File: config.mk
export PLATFORM = sky130hd
export DESIGN_NAME = seq_stream_pf
export DESIGN_NICKNAME = d
export VERILOG_FILES = /design/src/rtl/pf_pkg.sv /design/src/rtl/pf_entry_store.sv /design/src/rtl/pf_req_ctrl.sv /design/src/rtl/seq_stream_pf.sv
export SDC_FILE = /design/constraint.sdc
export NUM_CORES = 1
export LEC_CHECK = 0
export BUFFER_PORTS_ARGS = -buffer_cell sky130_fd_sc_hd__buf_2
export CAP_MARGIN = 20
export CORE_MARGIN = 2
export CORE_UTILIZATION = 50
export DETAILED_ROUTE_END_ITERATION = 6
export PLACE_DENSITY = 0.82
export SYNTH_ARGS = -nofsm -noshare
export SYNTH_HDL_FRONTEND = slang
export SYNTH_HIERARCHICAL = 1
export SYNTH_SLANG_ARGS = --single-unit
File: constraint.sdc
create_clock -name clk -period 7.75 [get_ports clk]
set_clock_uncertainty 0.15 [all_clocks]
set_input_delay 0 -clock clk [delete_from_list [all_inputs] [get_ports clk]]
set_output_delay 0 -clock clk [all_outputs]
set_load 0.02 [all_outputs]
File: src/rtl/pf_pkg.sv
package pf_pkg;
  typedef enum logic [1:0] {
    LK_IDLE = 2'd0,
    LK_WAIT = 2'd1,
    LK_HIT  = 2'd2,
    LK_MISS = 2'd3
  } lk_outcome_e;
endpackage

File: src/rtl/pf_entry_store.sv
module pf_entry_store #(
  parameter int ADDR_W = 16,
  parameter int DATA_W = 64,
  parameter int DEPTH  = 4,
  parameter int PTR_W  = 2
) (
  input  logic              clk,
  input  logic              rst_n,
  input  logic              clr_all,
  input  logic              alloc_we,
  input  logic [PTR_W-1:0]  alloc_ptr,
  input  logic [ADDR_W-1:0] alloc_tag,
  input  logic              fill_we,
  input  logic [PTR_W-1:0]  fill_ptr,
  input  logic [DATA_W-1:0] fill_data,
  input  logic              pop,
  input  logic [PTR_W-1:0]  head_ptr,
  output logic [ADDR_W-1:0] head_tag,
  output logic              head_dvalid,
  output logic [DATA_W-1:0] head_data
);
  logic [ADDR_W-1:0] tag_q  [DEPTH];
  logic [DATA_W-1:0] data_q [DEPTH];
  logic [DEPTH-1:0]  dvalid_q;
  logic [DEPTH-1:0]  dvalid_n;

  for (genvar g = 0; g < DEPTH; g++) begin : g_slot
    always_comb begin
      dvalid_n[g] = dvalid_q[g];
      if (clr_all)
        dvalid_n[g] = 1'b0;
      else if (alloc_we && (alloc_ptr == PTR_W'(g)))
        dvalid_n[g] = 1'b0;
      else if (fill_we && (fill_ptr == PTR_W'(g)))
        dvalid_n[g] = 1'b1;
      else if (pop && (head_ptr == PTR_W'(g)))
        dvalid_n[g] = 1'b0;
    end

    always_ff @(posedge clk) begin
      if (alloc_we && (alloc_ptr == PTR_W'(g))) tag_q[g] <= alloc_tag;
      if (fill_we && (fill_ptr == PTR_W'(g)))   data_q[g] <= fill_data;
    end
  end

  always_ff @(posedge clk or negedge rst_n) begin
    if (!rst_n) dvalid_q <= '0;
    else        dvalid_q <= dvalid_n;
  end

  assign head_tag    = tag_q[head_ptr];
  assign head_dvalid = dvalid_q[head_ptr];
  assign head_data   = data_q[head_ptr];


  fill_target_chk: assert property (@(posedge clk) disable iff (!rst_n)
    fill_we |-> !dvalid_q[fill_ptr]);
endmodule

File: src/rtl/pf_req_ctrl.sv
module pf_req_ctrl #(
  parameter int ADDR_W = 16,
  parameter int DATA_W = 64,
  parameter int PTR_W  = 2
) (
  input  logic              clk,
  input  logic              rst_n,
  input  logic              restart,
  input  logic [ADDR_W-1:0] restart_addr,
  input  logic              room,
  input  logic [PTR_W-1:0]  tail_ptr,
  output logic              mreq_valid,
  input  logic              mreq_ready,
  output logic [ADDR_W-1:0] mreq_addr,
  input  logic              mrsp_valid,
  input  logic [DATA_W-1:0] mrsp_data,
  output logic              issue,
  output logic [ADDR_W-1:0] issue_tag,
  output logic              fill_we,
  output logic [PTR_W-1:0]  fill_ptr,
  output logic [DATA_W-1:0] fill_data
);
  logic              active_q, active_n;
  logic              outst_q, outst_n;
  logic              drop_q, drop_n;
  logic [ADDR_W-1:0] next_q, next_n;
  logic [PTR_W-1:0]  slot_q, slot_n;
  logic              fire, rsp_ok;

  assign mreq_valid = active_q && !outst_q && room;
  assign mreq_addr  = next_q;
  assign fire       = mreq_valid && mreq_ready;
  assign rsp_ok     = outst_q && mrsp_valid;
  assign issue      = fire && !restart;
  assign issue_tag  = next_q;
  assign fill_we    = rsp_ok && !drop_q && !restart;
  assign fill_ptr   = slot_q;
  assign fill_data  = mrsp_data;

  always_comb begin
    active_n = active_q;
    next_n   = next_q;
    outst_n  = outst_q;
    drop_n   = drop_q;
    slot_n   = slot_q;
    if (restart) begin
      active_n = 1'b1;
      next_n   = restart_addr + ADDR_W'(1);
    end else if (fire) begin
      next_n   = next_q + ADDR_W'(1);
    end
    if (fire) begin
      outst_n = 1'b1;
      slot_n  = tail_ptr;
    end else if (rsp_ok) begin
      outst_n = 1'b0;
    end
    if (rsp_ok)
      drop_n = 1'b0;
    if (restart && (fire || (outst_q && !mrsp_valid)))
      drop_n = 1'b1;
  end

  always_ff @(posedge clk or negedge rst_n) begin
    if (!rst_n) begin
      active_q <= 1'b0;
      next_q   <= '0;
      outst_q  <= 1'b0;
      drop_q   <= 1'b0;
      slot_q   <= '0;
    end else begin
      active_q <= active_n;
      next_q   <= next_n;
      outst_q  <= outst_n;
      drop_q   <= drop_n;
      slot_q   <= slot_n;
    end
  end


  one_outstanding_chk: assert property (@(posedge clk) disable iff (!rst_n)
    (mreq_valid && mreq_ready) |=> !mreq_valid);
endmodule

File: src/rtl/seq_stream_pf.sv
module seq_stream_pf #(
  parameter int ADDR_W = 16,
  parameter int DATA_W = 64,
  parameter int DEPTH  = 4
) (
  input  logic              clk,
  input  logic              rst_n,
  input  logic              lkp_valid,
  input  logic [ADDR_W-1:0] lkp_addr,
  output logic              lkp_done,
  output logic              lkp_hit,
  output logic [DATA_W-1:0] lkp_data,
  output logic              mreq_valid,
  input  logic              mreq_ready,
  output logic [ADDR_W-1:0] mreq_addr,
  input  logic              mrsp_valid,
  input  logic [DATA_W-1:0] mrsp_data
);
  import pf_pkg::*;

  localparam int PTR_W = (DEPTH > 1) ? $clog2(DEPTH) : 1;
  localparam int CNT_W = $clog2(DEPTH + 1);

  logic [PTR_W-1:0]  head_q, head_n, tail_q, tail_n;
  logic [CNT_W-1:0]  count_q, count_n;
  logic              done_q, hit_q;
  logic [DATA_W-1:0] data_q;
  logic [ADDR_W-1:0] head_tag;
  logic              head_dvalid;
  logic [DATA_W-1:0] head_data;
  logic              issue, fill_we, room;
  logic [ADDR_W-1:0] issue_tag;
  logic [PTR_W-1:0]  fill_ptr;
  logic [DATA_W-1:0] fill_data;
  lk_outcome_e       outcome;
  logic              pop, restart;

  assign room = (count_q < CNT_W'(DEPTH));

  always_comb begin
    outcome = LK_IDLE;
    if (lkp_valid && !done_q) begin
      if ((count_q != '0) && (head_tag == lkp_addr))
        outcome = head_dvalid ? LK_HIT : LK_WAIT;
      else
        outcome = LK_MISS;
    end
  end

  assign pop     = (outcome == LK_HIT);
  assign restart = (outcome == LK_MISS);

  always_comb begin
    head_n  = head_q;
    tail_n  = tail_q;
    count_n = count_q;
    if (restart) begin
      tail_n  = head_q;
      count_n = '0;
    end else begin
      if (pop)   head_n = head_q + PTR_W'(1);
      if (issue) tail_n = tail_q + PTR_W'(1);
      count_n = count_q + CNT_W'(issue) - CNT_W'(pop);
    end
  end

  always_ff @(posedge clk or negedge rst_n) begin
    if (!rst_n) begin
      head_q  <= '0;
      tail_q  <= '0;
      count_q <= '0;
      done_q  <= 1'b0;
      hit_q   <= 1'b0;
    end else begin
      head_q  <= head_n;
      tail_q  <= tail_n;
      count_q <= count_n;
      done_q  <= pop || restart;
      hit_q   <= pop;
    end
  end

  always_ff @(posedge clk) begin
    if (pop) data_q <= head_data;
  end

  assign lkp_done = done_q;
  assign lkp_hit  = hit_q;
  assign lkp_data = data_q;

  pf_entry_store #(
    .ADDR_W(ADDR_W), .DATA_W(DATA_W), .DEPTH(DEPTH), .PTR_W(PTR_W)
  ) store_i (
    .clk(clk), .rst_n(rst_n), .clr_all(restart),
    .alloc_we(issue), .alloc_ptr(tail_q), .alloc_tag(issue_tag),
    .fill_we(fill_we), .fill_ptr(fill_ptr), .fill_data(fill_data),
    .pop(pop), .head_ptr(head_q),
    .head_tag(head_tag), .head_dvalid(head_dvalid), .head_data(head_data)
  );

  pf_req_ctrl #(
    .ADDR_W(ADDR_W), .DATA_W(DATA_W), .PTR_W(PTR_W)
  ) req_i (
    .clk(clk), .rst_n(rst_n), .restart(restart), .restart_addr(lkp_addr),
    .room(room), .tail_ptr(tail_q),
    .mreq_valid(mreq_valid), .mreq_ready(mreq_ready), .mreq_addr(mreq_addr),
    .mrsp_valid(mrsp_valid), .mrsp_data(mrsp_data),
    .issue(issue), .issue_tag(issue_tag),
    .fill_we(fill_we), .fill_ptr(fill_ptr), .fill_data(fill_data)
  );


  occupancy_bound_chk: assert property (@(posedge clk) disable iff (!rst_n)
    count_q <= CNT_W'(DEPTH));


  done_pulse_chk: assert property (@(posedge clk) disable iff (!rst_n)
    lkp_done |=> !lkp_done);


  done_after_lookup_chk: assert property (@(posedge clk) disable iff (!rst_n)
    $rose(lkp_done) |-> $past(lkp_valid));


  hit_data_ready_chk: assert property (@(posedge clk) disable iff (!rst_n)
    (lkp_done && lkp_hit) |-> $past(head_dvalid));
endmodule

==> results.md <==
Run status:
- The run finished with clean final reports.

Min path:
- The path with the worst hold slack has its endpoint at store_i/data_q[2][50].
- The number of cells traversed by the worst hold path is 2.
- The class of the tightest hold or removal check is primary input to flip-flop.
- The start point of the worst min-delay path is mrsp_data[50].

Logic synthesis:
- In the synthesized netlist, the cells that appear most often are 384 x sky130_fd_sc_hd__edfxtp_1, 83 x sky130_fd_sc_hd__buf_4, 81 x sky130_fd_sc_hd__mux4_2.
- The leading cell type by number of instances after synthesis is sky130_fd_sc_hd__edfxtp_1.
- Sorting the synthesized cells by area gives the leading types as sky130_fd_sc_hd__edfxtp_1 70%, sky130_fd_sc_hd__mux4_2 11%, sky130_fd_sc_hd__dfrtp_1 5.2%.
- In the synthesized netlist the dominant register cell turns out to be sky130_fd_sc_hd__edfxtp_1.
- A synthesized cell averages 20.4 sq um.
- The share of synthesized area in the top cell type comes to 0.699.
- The cell area after technology mapping is 0.0165 sq mm.
- Yosys printed 6 warnings.
- Counting every net in the synthesized netlist gives about 900.
- The synthesized design contains 384 enable-type register cells.
- The largest area contributor in the synthesized netlist is sky130_fd_sc_hd__edfxtp_1.
- The part of the Yosys area used for sequential elements is 0.751.
- In the synthesized netlist the async set-or-reset flop fraction comes to 0.0813.
- The post-synthesis cell count is about 800.
- In this run, synthesis produced a sequential element count of 418.
- The unique cell type count in the Yosys netlist is slightly below 50.

Detailed routing:
- The detail route stage leaves a number of antenna-violating nets equal to 0.
- The first routing iteration left ~590 violations.
- The length of the first detailed-routing pass in iterations is 6.
- The via-per-instance ratio is between 5 and 6.
- Dividing the detail-routed wire length by the instance count gives roughly 21 microns.
- In the routed design, unresolved DRC markers number 0.
- The aggregate routed wire length is around 32,000 microns.
- Across all layers, the routed design uses 8,094 vias.

Die:
- The initial utilization of the core area, before any placement, comes to 0.507.
- The die is around 190 microns tall.
- The total core area is approximately 0.033 sq mm.
- The floorplan row count is 66.
- The top-level port count is between 150 and 200.
- The full die area is 0.0344 sq mm.
- The die width is about 190 microns.

Timing:
- The worst-margin pin slew is 1.10 ns.
- Derived from the worst setup path, the maximum achievable clock frequency is approximately 160 MHz.
- Setup repair after global routing left no endpoint under its margin.
- The worst slew slack as a fraction of its limit is 0.264.
- The number of pins exceeding their max-slew limit in the final report is 0.
- After layout, the minimum clock period comes to roughly 6 ns.
- Summed over all failing endpoints, the final setup total negative slack is 0 ns.
- The final hold violation count was 0.
- The total setup violations reported at the end of the flow is 0.
- The share of the clock period used by the worst path is 0.794.

Clocking:
- The deepest clock path buffer count is 3.
- TritonCTS created between 40 and 50 clock buffers.
- The quantity of gates resized following cts is 0.
- The root buffer selected by CTS is sky130_fd_sc_hd__clkbuf_16.
- The clock drives approximately 420 sinks.
- The insertion delay of the later-clocked pin in the worst-skew pair is roughly 0.54 ns.
- The number of H-tree branching levels is 2.
- The clock input transition at the sequential cells of the worst setup and hold paths is 0.06 ns.
- TritonCTS built the clock tree.
- The total setup buffers inserted after CTS is 0.

Global route:
- The initial antenna violation count is 0.
- The via count of the first global-routing pass came to around 8,600.
- Entering global routing, the biggest net connects just over 70 pins.
- The first global-routing pass estimated 49,400 microns of wire.
- The total global-route track usage is 0.192.
- The aggregate global routing overflow is 0.

Finish:
- The area added between synthesis and finish is 18.6%.
- The final layout net count is 1,118.
- The area of combinational cells with multiple inputs is around 0.0034 sq mm.
- The fraction of layout instances using a drive strength above 1 is 0.319.
- The repair_antennas step left the layout with diodes totalling 0.
- Fill cells in the final layout number between 2,000 and 2,500.
- The register cell area after layout is around 0.012 sq mm.

Worst setup path:
- STA classifies the critical path endpoint as a flip-flop.
- The register-to-register setup slack is 1.60 ns.
- The worst path required time is roughly 8.0 ns.
- The worst register-to-register path begins at head_q[0].
- Counting cells, the worst reg-to-reg path comes to 15.
- In this run the worst path has a maximum fanout of 39.
- The endpoint identified for the worst register-to-register timing path is req_i/issue_tag[14].
- The type of origin of the critical path is a flip-flop.
- Data arrives at the worst endpoint at approximately 6.4 ns.
- The category of the critical setup timing path is flip-flop to flip-flop.

Place:
- The wire-length estimate of the detail-placed layout is ~18,000 microns.
- The congestion estimate from routability-driven global placement came to 0.816.
- Port buffering added approximately 170 buffers.

Pwr:
- The power density over the cells is approximately 260 mW/mm^2.
- The worst IR drop on VDD is ~0.00021 V.
- The power after layout is a little over 0.005 W.
- The cell leakage power is ~6.6 nW.

Run:
- The reported max-cap violation count is 0.
## metal layers
| metal | wire (microns) | part of all wire | up-vias | GRT usage |
|---|---|---|---|---|
| met2 | 16600 | 0.52 | 300 | 0.330 |
| li1 | - | - | 3591 | - |
| met1 | 12700 | 0.40 | 4135 | 0.249 |
| met3 | 1780 | 0.056 | 68 | 0.0323 |
| met4 | 837 | 0.026 | 0 | 0.0668 |
| met5 | 0 | 0 | - | 0 |
## state kept, by name (all words and copies together), names as in the netlist
name	cells
store_i/data_q	256
lkp_data	64
store_i/tag_q	64
req_i/issue_tag	16
store_i/dvalid_q	4
count_q	3
head_q	2
req_i/fill_ptr	2
tail_q	2
lkp_done	1
lkp_hit	1
req_i/active_q	1
req_i/drop_q	1
req_i/outst_q	1
## placed cells by master (no fill, tap or decap), drive strengths merged, types with 2 or more instances in the layout
master	n
a22oi	3
xor2	22
and3b	4
ha	3
nand2	26
dfrtp	34
buf	178
nor2b	3
xnor2	25
a221oi	4
clkinv	16
mux2i	14
nor3b	4
mux2	6
dlygate4sd3	101
nand4	14
and3	4
a21oi	8
edfxtp	384
or2	2
inv	6
nor2	13
nand3b	7
clkbuf	55
nand4b	7
o21ai	3
nor3	8
mux4	81
nand3	9
## cell families after synthesis
family / synth area share
adder cells (fa/ha/maj): 0.00349
AND/OR/NAND/NOR: 0.0371
buffers and inverters: 0.0476
multiplexers: 0.123
AO/OA/AOI/OAI: 0.0126
flip-flops: 0.751
XOR/XNOR: 0.0250
## timing repair
item / CTS / global route
endpoints found under the hold margin: 314 / 0
endpoints found under the setup margin: 0 / 0
hold buffers: 102 / 0
## metrics by stage
step	util	instance area [sq um]	setup slack [ns]	cells	hold WS, ns
2_1_floorplan	-	16500	1.23	809	-0.446
3_3_place_gp	0.530	17200	2.82	1325	-0.0136
3_5_place_dp	0.530	17200	2.62	1325	-0.00554
4_1_cts	0.601	19600	1.76	1500	0.0305
5_1_grt	0.601	19600	1.20	1500	0.0511
6_report	0.601	19600	1.60	1500	0.0613
## how the worst max path moves through the flow
stage	startpoint	depth (start not counted)	slack, ns	end
after detailed placement	head_q[0]	15	2.62	count_q[2]
after floorplan	head_q[0]	15	1.23	count_q[2]
final	head_q[0]	15	1.60	req_i/issue_tag[14]
after global routing	head_q[0]	15	1.20	req_i/issue_tag[14]
after global placement	head_q[0]	15	2.82	count_q[2]
after CTS	head_q[0]	15	1.76	req_i/issue_tag[14]
## worst max-delay path: stages (launching register included)
cell                            delay, ns
sky130_fd_sc_hd__dfrtp_4             0.89
sky130_fd_sc_hd__mux4_2              0.61
sky130_fd_sc_hd__xnor2_1             0.15
sky130_fd_sc_hd__nand4_1             0.16
sky130_fd_sc_hd__nor3_2              0.10
sky130_fd_sc_hd__a21boi_4            0.46
sky130_fd_sc_hd__buf_4               0.49
sky130_fd_sc_hd__mux2_2              0.26
sky130_fd_sc_hd__ha_1                0.22
sky130_fd_sc_hd__nand4b_1            0.23
sky130_fd_sc_hd__a221oi_2            0.67
sky130_fd_sc_hd__nand4b_1            0.23
sky130_fd_sc_hd__xor2_1              0.19
sky130_fd_sc_hd__dlygate4sd3_1       0.58
sky130_fd_sc_hd__o21ai_1             0.05
sky130_fd_sc_hd__dlygate4sd3_1       0.55
## layout make-up
class / instances / area share
inverter: 6 / 0.00115
clock inverter: 18 / 0.00793
clock buffer: 55 / 0.0573
sequential: 418 / 0.634
timing repair buffer: 279 / 0.0993
multi-input combinational: 282 / 0.172
tap: 442 / 0.0283
## power breakdown
part	total, W	internal [W]	switching, W
Sequential	0.00275	0.00264	0.000110
Clock	0.00187	0.00106	0.000807
Combinational	0.000490	0.000222	0.000268
(Power assumes the default switching activity.)
